===== src/rtl/bearer_ks_framer.sv =====
module bearer_ks_framer #(
  parameter int LEN_W = 32
) (
  input  logic             clk,
  input  logic             rst_n,
  input  logic             start,
  input  logic [127:0]     key_in,
  input  logic [31:0]      count_in,
  input  logic [7:0]       bearer_in,
  input  logic [1:0]       dir_in,
  input  logic [LEN_W-1:0] len_in,
  output logic             busy,
  output logic             gen_start,
  output logic [127:0]     gen_key,
  output logic [127:0]     gen_iv,
  output logic [LEN_W-5:0] gen_words,
  input  logic             ks_valid,
  output logic             ks_ready,
  input  logic [31:0]      ks_data,
  input  logic             din_valid,
  output logic             din_ready,
  input  logic [7:0]       din_data,
  output logic             dout_valid,
  input  logic             dout_ready,
  output logic [7:0]       dout_data,
  output logic             dout_last
);
  localparam int WCNT_W = LEN_W - 4;
  localparam int BCNT_W = LEN_W - 2;

  logic              run, ks_have;
  logic [2:0]        len_lo;
  logic [1:0]        bsel;
  logic [31:0]       ks_word;
  logic [BCNT_W-1:0] bytes_left;

  logic [LEN_W:0]    len_ext;
  logic [BCNT_W-1:0] nbytes;
  logic [WCNT_W-1:0] nwords;
  logic [31:0]       iv_mix;
  logic              start_ok, take, last_b, out_free;
  logic [7:0]        ks_byte, mask;

  assign len_ext  = {1'b0, len_in};
  assign nbytes   = BCNT_W'((len_ext + 7) >> 3);
  assign nwords   = WCNT_W'((len_ext + 31) >> 5);
  assign iv_mix   = {bearer_in[4:0], dir_in[0], 26'd0};

  assign busy     = run | dout_valid | gen_start;
  assign start_ok = start & ~busy;
  assign out_free = ~dout_valid | dout_ready;
  assign ks_ready = run & ~ks_have;
  assign din_ready = run & ks_have & out_free;
  assign take     = din_valid & din_ready;
  assign last_b   = bytes_left == BCNT_W'(1);
  assign ks_byte  = ks_word[{~bsel, 3'b111} -: 8];
  assign mask     = (last_b && len_lo != 3'd0) ? ~(8'hFF >> len_lo) : 8'hFF;

  always_ff @(posedge clk or negedge rst_n) begin
    if (!rst_n) begin
      gen_start  <= 1'b0;
      gen_key    <= '0;
      gen_iv     <= '0;
      gen_words  <= '0;
      run        <= 1'b0;
      len_lo     <= '0;
      bytes_left <= '0;
    end else begin
      gen_start <= start_ok;
      if (start_ok) begin
        gen_key    <= {key_in[127:96], key_in[95:64], key_in[63:32], key_in[31:0]};
        gen_iv     <= {count_in, iv_mix, count_in, iv_mix};
        gen_words  <= nwords;
        run        <= nbytes != '0;
        len_lo     <= len_in[2:0];
        bytes_left <= nbytes;
      end else if (take) begin
        bytes_left <= bytes_left - 1'b1;
        if (last_b) run <= 1'b0;
      end
    end
  end

  always_ff @(posedge clk or negedge rst_n) begin
    if (!rst_n) begin
      ks_have <= 1'b0;
      ks_word <= '0;
      bsel    <= '0;
    end else if (start_ok) begin
      ks_have <= 1'b0;
      bsel    <= '0;
    end else if (ks_valid && ks_ready) begin
      ks_word <= ks_data;
      ks_have <= 1'b1;
      bsel    <= '0;
    end else if (take) begin
      bsel <= bsel + 1'b1;
      if (bsel == 2'd3 || last_b) ks_have <= 1'b0;
    end
  end

  always_ff @(posedge clk or negedge rst_n) begin
    if (!rst_n) begin
      dout_valid <= 1'b0;
      dout_data  <= '0;
      dout_last  <= 1'b0;
    end else if (take) begin
      dout_valid <= 1'b1;
      dout_data  <= (din_data ^ ks_byte) & mask;
      dout_last  <= last_b;
    end else if (dout_ready) begin
      dout_valid <= 1'b0;
      dout_last  <= 1'b0;
    end
  end
endmodule


===== config.mk =====
export PLATFORM = sky130hd
export DESIGN_NAME = bearer_ks_framer
export DESIGN_NICKNAME = d
export VERILOG_FILES = /design/src/rtl/bearer_ks_framer.sv
export SDC_FILE = /design/constraint.sdc
export NUM_CORES = 1
export LEC_CHECK = 0
export CAP_MARGIN = 15
export CELL_PAD_IN_SITES_DETAIL_PLACEMENT = 1
export CELL_PAD_IN_SITES_GLOBAL_PLACEMENT = 1
export CORE_AREA = 5 5 207 209
export DETAILED_ROUTE_END_ITERATION = 6
export DIE_AREA = 0 0 212 214
export PLACE_DENSITY = 0.9
export SETUP_SLACK_MARGIN = 0.4
export SLEW_MARGIN = 20
export SYNTH_ARGS = -nofsm -noshare
export SYNTH_HDL_FRONTEND = slang
export SYNTH_SLANG_ARGS = --single-unit
export TNS_END_PERCENT = 1

===== constraint.sdc =====
create_clock -name clk -period 5.7 [get_ports clk]
set_clock_uncertainty 0.05 [all_clocks]
set_input_delay 0.855 -clock clk [delete_from_list [all_inputs] [get_ports clk]]
set_output_delay 0.855 -clock clk [all_outputs]
set_load 0.02 [all_outputs]

==> insert_results.sql <==
INSERT INTO impl_metrics (metric_group, metric, value, unit) VALUES
('placement', 'finalWeightedCongestion', '0.8823', ''),
('synth', 'ys_seq_elements', '274', ''),
('synth', 'synth.top_cells.by_count', 'sky130_fd_sc_hd__nand2_1 (583), sky130_fd_sc_hd__dfrtp_1 (274), sky130_fd_sc_hd__buf_4 (90)', ''),
('route', 'routedWlPerCell', '21.50', 'um'),
('placement', 'hpwl_detailed', '38450', 'um'),
('die', 'chipHeight', '214', 'um'),
('placement', 'post-place-ws', '1.350', 'ns'),
('route', 'drc_errors', '0', ''),
('die', 'floorplan.io_pins', '546', ''),
('die', 'initial_utilization', '31.72', '%'),
('worst_setup_path', 'worst_r2r_setup_slack', '2.74', 'ns'),
('synth', 'synthMostInstantiatedCell', 'sky130_fd_sc_hd__nand2_1', ''),
('route', 'drt_iter0_markers', '697', ''),
('layout', 'finalInstanceArea', '19000', 'sq um'),
('power_and_ir_drop', 'p_sw_share', '38.96', '%'),
('worst_setup_path', 'path_class', 'in -> reg', ''),
('placement', 'dpl_cell_area', '17800', 'sq um'),
('layout', 'finish.cell_count_without_fillers', '2392', ''),
('sta', 'timing_worst_slew_pin_value', '1.113', 'ns'),
('worst_setup_path', 'critPathMaxStageDelay', '0.84', 'ns'),
('worst_setup_path', 'worst_flop_to_flop_path_startpoint', 'bytes_left[10]$_DFFE_PN0P_', ''),
('die', 'die_x', '212', 'um'),
('worst_setup_path', 'cp_data_arrival_time', '4.23', 'ns'),
('sta', 'rsz0062_at_grt', 'false', ''),
('power_and_ir_drop', 'powerDensity', '558.8', 'nW/um^2'),
('sta', 'final.period_utilization', '68.20', '%'),
('clocking', 'cts-htree-levels', '2', ''),
('placement', 'io_buffer_count', '489', ''),
('sta', 'fin_ws', '1.813', 'ns'),
('run_status', 'run_status', 'finished clean', ''),
('power_and_ir_drop', 'vdd.ir_drop.worst', '307.3', 'uV'),
('sta', 'fmax', '0.2572', 'GHz'),
('synth', 'synth.top_cells.by_area', 'sky130_fd_sc_hd__dfrtp_1 (53%), sky130_fd_sc_hd__nand2_1 (17%), sky130_fd_sc_hd__buf_4 (5.2%), sky130_fd_sc_hd__xnor2_1 (3.1%), sky130_fd_sc_hd__mux2_2 (2.9%)', ''),
('placement', 'dp.cells', '2327', ''),
('layout', 'drive_gt1_share', '6.361', '%'),
('clocking', 'ctsResizeCount', '0', ''),
('clocking', 'tritoncts_num_sinks', '274', ''),
('worst_setup_path', 'critical_path.max_fanout', '11', ''),
('synth', 'ys.flop_type', 'sky130_fd_sc_hd__dfrtp_1', ''),
('clocking', 'cts_hold_buffers', '0', ''),
('worst_setup_path', 'worst_path_max_delay_cell', 'sky130_fd_sc_hd__nor4b_1', ''),
('worst_setup_path', 'worstSetupStartpoint', 'len_in[12]', ''),
('clocking', 'cts_root_buf', 'sky130_fd_sc_hd__clkbuf_16', ''),
('sta', 'hold_viol', '0', ''),
('synth', 'post_synth_inst_count', '1407', ''),
('route', 'antenna_violating_nets_post_route', '0', ''),
('sta', 'timing.setup.tns', '0', 'ns'),
('worst_setup_path', 'crit_top_cell', 'sky130_fd_sc_hd__nand4_1', ''),
('power_and_ir_drop', 'power.net_switching', '4.137', 'mW'),
('clocking', 'clock_insertion_delay_worst_skew', '0.53', 'ns'),
('synth', 'netlist_area', '12890', 'sq um'),
('global_route', 'grt_first_pass_wirelength', '78250', 'um'),
('synth', 'synth_edf_count', '0', ''),
('global_route', 'number_of_global_route_vias_before_repair', '13065', ''),
('hold_path', 'worstHoldPathType', 'in -> async', ''),
('global_route', 'grt.overflow.total', '0', ''),
('route', 'drt-vias-per-instance', '4.907', ''),
('worst_setup_path', 'reg2regPathDepth', '7', ''),
('layout', 'layout-area-overhead-vs-synth', '47.39', '%'),
('sta', 'timing.max_slew.rel_slack', '25.10', '%'),
('die', 'coreArea', '40650', 'sq um'),
('clocking', 'post_cts.repair.setup_buffers', '0', ''),
('route', 'routed-via-count', '11738', ''),
('die', 'placement_row_count', '74', ''),
('power_and_ir_drop', 'p_int', '6.481', 'mW'),
('worst_setup_path', 'cp_data_required_time', '6.04', 'ns'),
('clocking', 'cts_made_buffers', '34', ''),
('worst_setup_path', 'crit_path_end_kind', 'register', ''),
('synth', 'syn_avg_cell_area', '9.162', 'sq um'),
('synth', 'post_synthesis_cell_type_with_the_largest_combined_area', 'sky130_fd_sc_hd__dfrtp_1', ''),
('synth', 'synth-seq-area-share', '53.19', '%');
[sequential cells by signal (all words and copies together) (netlist names)]
signal / flops
gen_key: 128
ks_have: 1
gen_words: 28
bytes_left: 30
run: 1
dout_last: 1
dout_valid: 1
gen_start: 1
dout_data: 8
len_lo: 3
ks_word: 32
bsel: 2
gen_iv: 38
[worst max-delay path: cells and delay by family]
family	cells	cell delay, ns
compound gates	1	0.15
xor+xnor	1	0.21
buf+inv	1	0.79
simple gates	5	2.22
[through the flow]
stage | hold slack, ns | utilization [%]
after floorplan | 0.4239 | -
after global placement | 0.4073 | 43.80
after detailed placement | 0.4115 | 43.80
after CTS | 0.2679 | 46.72
after global routing | 0.3104 | 46.75
final | 0.2589 | 46.75
[cell type report]
cell class	instances	area, sq um
inverters	7	31.28
multi-input cells	1017	5266
repair buffers	497	4985
clock buffers	53	1096
well taps	532	665.6
clock inverters	7	87.58
flip-flops and latches	274	6857
fillers	4581	21650
diodes	5	12.51
[layout by cell type, fill, tap and decap left out, types with 24 or more instances in the layout]
cell type,netlist,final
sky130_fd_sc_hd__mux2_2,33,33
sky130_fd_sc_hd__o21ai_0,49,49
sky130_fd_sc_hd__nand4_1,24,24
sky130_fd_sc_hd__nand2_1,583,582
sky130_fd_sc_hd__xor2_1,31,31
sky130_fd_sc_hd__conb_1,1,52
sky130_fd_sc_hd__clkbuf_16,0,37
sky130_fd_sc_hd__xnor2_1,46,46
sky130_fd_sc_hd__clkdlybuf4s50_1,0,488
sky130_fd_sc_hd__nor2_1,31,31
sky130_fd_sc_hd__dfrtp_1,274,274
[metal layers]
| metal | GRT usage [%] | share of wire [%] | vias to the layer above | wire length, um |
|---|---|---|---|---|
| li1 | - | - | 5312 | - |
| met5 | 0 | 0.025 | - | 13 |
| met4 | 8.911 | 3.7 | 2 | 1917 |
| met3 | 6.101 | 7.8 | 101 | 4011 |
| met2 | 38.30 | 51 | 455 | 26190 |
| met1 | 25.16 | 38 | 5868 | 19310 |
[power groups by stage]
stage / registers [mW] / clock network, mW / logic, mW
after floorplan: 4.28 / 0 / 1.64
after global placement: 3.51 / 0 / 4.58
after detailed placement: 3.61 / 0 / 4.76
after CTS: 3.60 / 2.35 / 4.82
after global routing: 3.71 / 2.42 / 5.05
final: 3.59 / 2.27 / 4.75
[worst min-delay path by stage]
stage | start | to | slack [ns]
4_1_cts | rst_n | gen_words[20]$_DFFE_PN0P_ | 0.27
3_5_place_dp | gen_key[49]$_DFFE_PN0P_ | gen_key[49]$_DFFE_PN0P_ | 0.41
6_report | rst_n | gen_words[20]$_DFFE_PN0P_ | 0.26
5_1_grt | rst_n | gen_words[20]$_DFFE_PN0P_ | 0.31
2_1_floorplan | ks_word[10]$_DFFE_PN0P_ | ks_word[10]$_DFFE_PN0P_ | 0.42
3_3_place_gp | gen_key[96]$_DFFE_PN0P_ | gen_key[96]$_DFFE_PN0P_ | 0.41
[kinds of logic (layout without fill, tap and decap cells)]
logic type	Yosys count	after routing	synth area share, %
buffers and inverters	167	564	7.503
flip-flops	274	274	53.19
adder cells (fa/ha/maj)	3	3	0.2912
other	1	57	0.02909
AND/OR/NAND/NOR	744	744	24.42
XOR/XNOR	77	77	5.232
AO/OA/AOI/OAI	95	95	4.630
multiplexers	46	46	4.707
No activity file was read; power rests on OpenSTA's default activity.
